`src/rtl/omega_pkg.sv`:
```
`timescale 1ns/1ps
package omega_pkg;
  localparam int unsigned PORTS  = 8;
  localparam int unsigned ADDR_W = 16;
  localparam int unsigned DATA_W = 32;

  // position in the previous level that feeds shuffled position pos
  function automatic int unsigned shuf_src(int unsigned pos, int unsigned bits);
    return (pos >> 1) | ((pos & 1) << (bits - 1));
  endfunction
endpackage

```
`src/rtl/omega_arb2.sv`:
```
`timescale 1ns/1ps
module omega_arb2 (
  input  logic       clk_i,
  input  logic       rst_ni,
  input  logic [1:0] req_i,
  input  logic       adv_i,
  output logic [1:0] gnt_o
);
  logic prio_q;

  always_comb begin
    if (&req_i) gnt_o = prio_q ? 2'b10 : 2'b01;
    else        gnt_o = req_i;
  end

  always_ff @(posedge clk_i or negedge rst_ni) begin
    if (!rst_ni)                prio_q <= 1'b0;
    else if (adv_i && (&req_i)) prio_q <= ~gnt_o[1];
  end
endmodule

```
`src/rtl/omega_switch.sv`:
```
`timescale 1ns/1ps
module omega_switch #(
  parameter int unsigned MSG_W   = 52,
  parameter int unsigned SEL_BIT = 51
) (
  input  logic             clk_i,
  input  logic             rst_ni,
  input  logic [1:0]       in_v_i,
  input  logic [MSG_W-1:0] in_m_i [2],
  output logic [1:0]       in_r_o,
  output logic [1:0]       out_v_o,
  output logic [MSG_W-1:0] out_m_o [2],
  input  logic [1:0]       out_r_i
);
  logic [1:0] acc;
  logic [1:0] gnt [2];

  for (genvar o = 0; o < 2; o++) begin : g_out
    logic [1:0]       req;
    logic             v_q;
    logic [MSG_W-1:0] m_q;

    for (genvar i = 0; i < 2; i++) begin : g_req
      assign req[i] = in_v_i[i] && (in_m_i[i][SEL_BIT] == 1'(o));
    end

    // register may load when empty or when its content leaves this cycle
    assign acc[o] = !v_q || out_r_i[o];

    omega_arb2 u_arb (
      .clk_i (clk_i),
      .rst_ni(rst_ni),
      .req_i (req),
      .adv_i (acc[o]),
      .gnt_o (gnt[o])
    );

    always_ff @(posedge clk_i or negedge rst_ni) begin
      if (!rst_ni) begin
        v_q <= 1'b0;
        m_q <= '0;
      end else if (acc[o]) begin
        v_q <= |req;
        if (|req) m_q <= gnt[o][1] ? in_m_i[1] : in_m_i[0];
      end
    end

    assign out_v_o[o] = v_q;
    assign out_m_o[o] = m_q;
  end

  always_comb begin
    for (int i = 0; i < 2; i++) begin
      in_r_o[i] = (gnt[0][i] && acc[0]) || (gnt[1][i] && acc[1]);
    end
  end
endmodule

```
`src/rtl/omega_net.sv`:
```
`timescale 1ns/1ps
module omega_net
  import omega_pkg::*;
#(
  parameter  int unsigned N  = PORTS,
  parameter  int unsigned AW = ADDR_W,
  parameter  int unsigned DW = DATA_W,
  localparam int unsigned MW = $clog2(N)
) (
  input  logic          clk_i,
  input  logic          rst_ni,
  input  logic [N-1:0]    in_valid_i,
  output logic [N-1:0]    in_ready_o,
  input  logic [N*MW-1:0] in_mod_i,
  input  logic [N*AW-1:0] in_addr_i,
  input  logic [N-1:0]    in_op_i,
  input  logic [N*DW-1:0] in_data_i,
  output logic [N-1:0]    out_valid_o,
  input  logic [N-1:0]    out_ready_i,
  output logic [N*MW-1:0] out_mod_o,
  output logic [N*AW-1:0] out_addr_o,
  output logic [N-1:0]    out_op_o,
  output logic [N*DW-1:0] out_data_o
);
  localparam int unsigned STAGES = MW;
  localparam int unsigned MSG_W  = MW + AW + 1 + DW;

  // message layout: {mod, addr, op, data}; mod on top so stage s reads bit MSG_W-1-s
  wire [N-1:0]     v_l [STAGES+1];
  wire [N-1:0]     r_l [STAGES+1];
  wire [MSG_W-1:0] m_l [STAGES+1][N];

  assign v_l[0]      = in_valid_i;
  assign in_ready_o  = r_l[0];
  assign out_valid_o = v_l[STAGES];
  assign r_l[STAGES] = out_ready_i;

  for (genvar p = 0; p < N; p++) begin : g_io
    assign m_l[0][p] = {in_mod_i[p*MW +: MW], in_addr_i[p*AW +: AW],
                        in_op_i[p], in_data_i[p*DW +: DW]};
    assign {out_mod_o[p*MW +: MW], out_addr_o[p*AW +: AW],
            out_op_o[p], out_data_o[p*DW +: DW]} = m_l[STAGES][p];
  end

  for (genvar s = 0; s < STAGES; s++) begin : g_stage
    for (genvar j = 0; j < N/2; j++) begin : g_sw
      localparam int unsigned SRC_A = shuf_src(2*j,   MW);
      localparam int unsigned SRC_B = shuf_src(2*j+1, MW);
      logic [MSG_W-1:0] sm_in  [2];
      logic [MSG_W-1:0] sm_out [2];
      logic [1:0]       sv_out;
      logic [1:0]       s_rdy;

      assign sm_in[0] = m_l[s][SRC_A];
      assign sm_in[1] = m_l[s][SRC_B];

      omega_switch #(
        .MSG_W  (MSG_W),
        .SEL_BIT(MSG_W - 1 - s)
      ) u_sw (
        .clk_i  (clk_i),
        .rst_ni (rst_ni),
        .in_v_i ({v_l[s][SRC_B], v_l[s][SRC_A]}),
        .in_m_i (sm_in),
        .in_r_o (s_rdy),
        .out_v_o(sv_out),
        .out_m_o(sm_out),
        .out_r_i({r_l[s+1][2*j+1], r_l[s+1][2*j]})
      );

      assign r_l[s][SRC_A]     = s_rdy[0];
      assign r_l[s][SRC_B]     = s_rdy[1];
      assign v_l[s+1][2*j]     = sv_out[0];
      assign v_l[s+1][2*j+1]   = sv_out[1];
      assign m_l[s+1][2*j]     = sm_out[0];
      assign m_l[s+1][2*j+1]   = sm_out[1];
    end
  end
endmodule

```
`config.mk`:
```
export PLATFORM = sky130hd
export DESIGN_NAME = omega_net
export DESIGN_NICKNAME = d
export VERILOG_FILES = /design/src/rtl/omega_pkg.sv /design/src/rtl/omega_arb2.sv /design/src/rtl/omega_switch.sv /design/src/rtl/omega_net.sv
export SDC_FILE = /design/constraint.sdc
export NUM_CORES = 2
export LEC_CHECK = 0
export ABC_AREA = 1
export BUFFER_PORTS_ARGS = -buffer_cell sky130_fd_sc_hd__buf_4
export CAP_MARGIN = 20
export CELL_PAD_IN_SITES_DETAIL_PLACEMENT = 2
export CELL_PAD_IN_SITES_GLOBAL_PLACEMENT = 2
export CORE_MARGIN = 1
export CORE_UTILIZATION = 34
export DETAILED_ROUTE_END_ITERATION = 12
export PLACE_DENSITY_LB_ADDON = 0.1
export SETUP_SLACK_MARGIN = 0.02
export SLEW_MARGIN = 20
export SYNTH_ARGS = -nofsm -noshare
export SYNTH_HDL_FRONTEND = slang
export SYNTH_SLANG_ARGS = --single-unit
export TNS_END_PERCENT = 1
```
`constraint.sdc`:
```
create_clock -name clk_i -period 1.8 [get_ports clk_i]
set_input_delay 0.09 -clock clk_i [delete_from_list [all_inputs] [get_ports clk_i]]
set_output_delay 0.09 -clock clk_i [all_outputs]
set_load 0.005 [all_outputs]
```
==> impl_metrics.toml <==
[run_status]
status = "finished, violations left"
violations = "max-capacitance violations, max-slew violations, negative setup slack"

[clock_network]
cts_root_buffer = "clkbuf_16"
cts_tree = "yes"
h-tree-depth = 4
clkSinkCount = 1296
numCtsBuffers = 154
clkSlewWorstSetupHoldPaths_ns = 0.06
clockBufferDepth = 3
clock_latency_ns = 0.83

[die]
std_cell_rows = 156
core_um2 = 181000
die_area_um2 = 184000
fp.dieW_um = 429
die_h_um = 429
initial_core_util = 0.343
io_pins = 866

[timing]
period_share = 1.47
min_period_ns = 2.65
drv_slew = 4
hold_viol = 0
timing.setup.tns_ns = -173.45
setup_viol = 901
fmax_mhz = 377
rsz0062_at_grt = "yes"
tightest_slew_ns = 1.66
relSlewSlack = -0.117
setup_ws_ns = -0.855
clock_skew_ns = 0.0458

[place]
io_buffers = 865
gp_congestion = 0.959
place_hpwl_um = 264000

[job]
maxCapViolCount = 2

[critical_path]
critPathKind = "register to primary output"
cp_data_required_time_ns = 1.71
critPathMaxStageDelay_ns = 0.42
setup.worst_path.start_class = "register"
arrival_ns = 2.56
critical_path.max_fanout = 3
cp_cell_sequence = "nand2_1 -> inv_1 -> nand3_2 -> nand3_2 -> buf_6 -> nand2_4 -> nand3_4 -> buf_12 -> nand3_1 -> nand2_1 -> buf_4"
crit_path_top_delay_cell = "dfrtp_1"
cp-end-kind = "primary output"

[yosys]
synth_top_cell_by_area = "dfrtp_1"
ys_seq_area_frac = 0.522
synth_top_area_share = 0.522
postSynthCellCount = 8059
synth_seq_cells = 1296
synth.cell_area_um2 = 62100
synthTopCellsByArea = "dfrtp_1 (52%), nand2_1 (17%), o21ai_0 (11%)"
synth_fa_ha_area_frac = 0
yosys.area_share.simple = 0.215
syn_nets = 8493
ys_warn_count = 0
synth_top_family_by_area = "simple AND/OR/NAND/NOR gates"
synth.avg_cell_area_um2 = 7.71
synth_compound_area_frac = 0.176
synth_xor_area_frac = 0
yosysUniqueCellTypes = 21
muxShareOfSynthArea = 0

[route]
wl_per_cell_um = 33.6
wirelength_um = 413000
dr.pass1.iters = 8
ant_nets = 0
first_iter_violations = 6567
route.detailed.drc = 0
routed_via_density = 5.83
vias = 71555

[power]
p_per_area_nw_per_um2 = 2230
ir_worst_vdd_mv = 1.06
cellLeakagePower_nw = 45.0

[final_layout]
final_cell_mix = "nand2_1 (2730), buf_4 (1366), dfrtp_1 (1287)"
syn_to_final_growth_pct = 42.1
utilization = 0.487
final-seq-area_um2 = 32400
layout-drive-gt1-share = 0.221
multi_input_area_um2 = 25800
fillCellCount = 19714
layout_commonest_cell = "nand2_1"
layout.nets = 10124

[grt]
grt_use_total = 0.414
antenna_found_initial = 107
grt_pass1_vias = 74982
overflow = 0
grt_pass1_wl_um = 550000
grt_max_degree = 103

[min_path]
hp-class = "primary input to register"
-- stage by stage --
stage	instance area (um2)	std cells	setup WS [ns]	hold slack, ns	total power, mW
after CTS	86700	12130	-0.809	-0.0107	186
after detailed placement	75600	11367	-0.303	-0.0108	146
after global routing	88200	12261	-1.41	0.00873	204
after global placement	75600	11367	-0.241	-0.0130	141
after floorplan	62100	8059	0.218	-0.206	94.5
final	88300	12276	-0.855	0.0395	197
-- registers in the layout (all words and copies together), names as in the netlist --
register and count:
g_stage.g_sw.u_sw.g_out.v_q 24, g_stage.g_sw.u_sw.g_out.m_q 1248, g_stage.g_sw.u_sw.g_out.u_arb.prio_q 24
-- report_power, final --
part | internal, mW | switching (mW) | total [mW]
registers | 43.2 | 13.8 | 57.0
clock network | 19.1 | 14.0 | 33.2
logic | 38.8 | 67.6 | 106
total | 101 | 95.4 | 197
-- worst max-delay path, delay by kind of cell (launching register included) --
| kind | cells | cell delay (ns) |
|---|---|---|
| and+or+nand+nor | 7 | 0.75 |
| DFF | 1 | 0.42 |
| buffers and inverters | 4 | 0.58 |
-- cell families (layout without fill, tap and decap cells) --
kind of cell           Yosys count  count (layout)
AND/OR/NAND/NOR               3388            3389
AO/OA/AOI/OAI                 2080            2080
flip-flops                    1296            1296
buffers and inverters         1295            3046
other                            0              95
-- cells in the mapped netlist, drive strengths merged --
cell	n
inv	719
dfrtp	1296
nand2	2867
and2	4
or2	4
a21oi	414
a21boi	2
clkbuf	300
buf	276
nand3	468
o211ai	206
o21ai	1458
nor2	45
-- repair_timing --
action	in CTS	in global routing
gates resized for setup	304	327
hold endpoints to repair	1744	3
hold buffers	447	3
setup endpoints to repair	906	1183
gates cloned	7	6
pin swaps	32	39
buffers inserted	32	47
-- worst paths after layout --
path                                                                from  slack [ns]  cells after the start                                       endpoint
max in group asynchronous                                         rst_ni        0.77                      3       g_stage[1].g_sw[3].u_sw.g_out[0].m_q[37]
min                                                       out_ready_i[6]        0.04                      7           g_stage[2].g_sw[3].u_sw.g_out[0].v_q
max reg2reg                g_stage[0].g_sw[2].u_sw.g_out[0].u_arb.prio_q       -0.82                      7       g_stage[0].g_sw[2].u_sw.g_out[0].m_q[25]
min in group asynchronous                                         rst_ni        0.08                      3  g_stage[0].g_sw[1].u_sw.g_out[1].u_arb.prio_q
min reg2reg                     g_stage[2].g_sw[3].u_sw.g_out[1].m_q[49]        0.47                      2       g_stage[2].g_sw[3].u_sw.g_out[1].m_q[49]
max                                 g_stage[1].g_sw[0].u_sw.g_out[0].v_q       -0.85                     11                                  in_ready_o[4]
-- layout make-up --
type | count | share of cell area
multi-input cells | 5469 | 0.292
well taps | 2370 | 0.0336
repair buffers | 2050 | 0.215
clock inverters | 58 | 0.00716
flip-flops and latches | 1296 | 0.367
inverters | 719 | 0.0308
clock buffers | 219 | 0.0514
diodes | 95 | 0.00269
-- metal layers --
layer  global-route usage  part of all wire  vias up
li1                     -                 -    29394
met1                0.482              0.37    36664
met2                0.659              0.45     3715
met3                0.101             0.084     1712
met4                0.314             0.095       70
met5              0.00286            0.0015        -
Note: power is estimated with default switching activity, not from simulation.
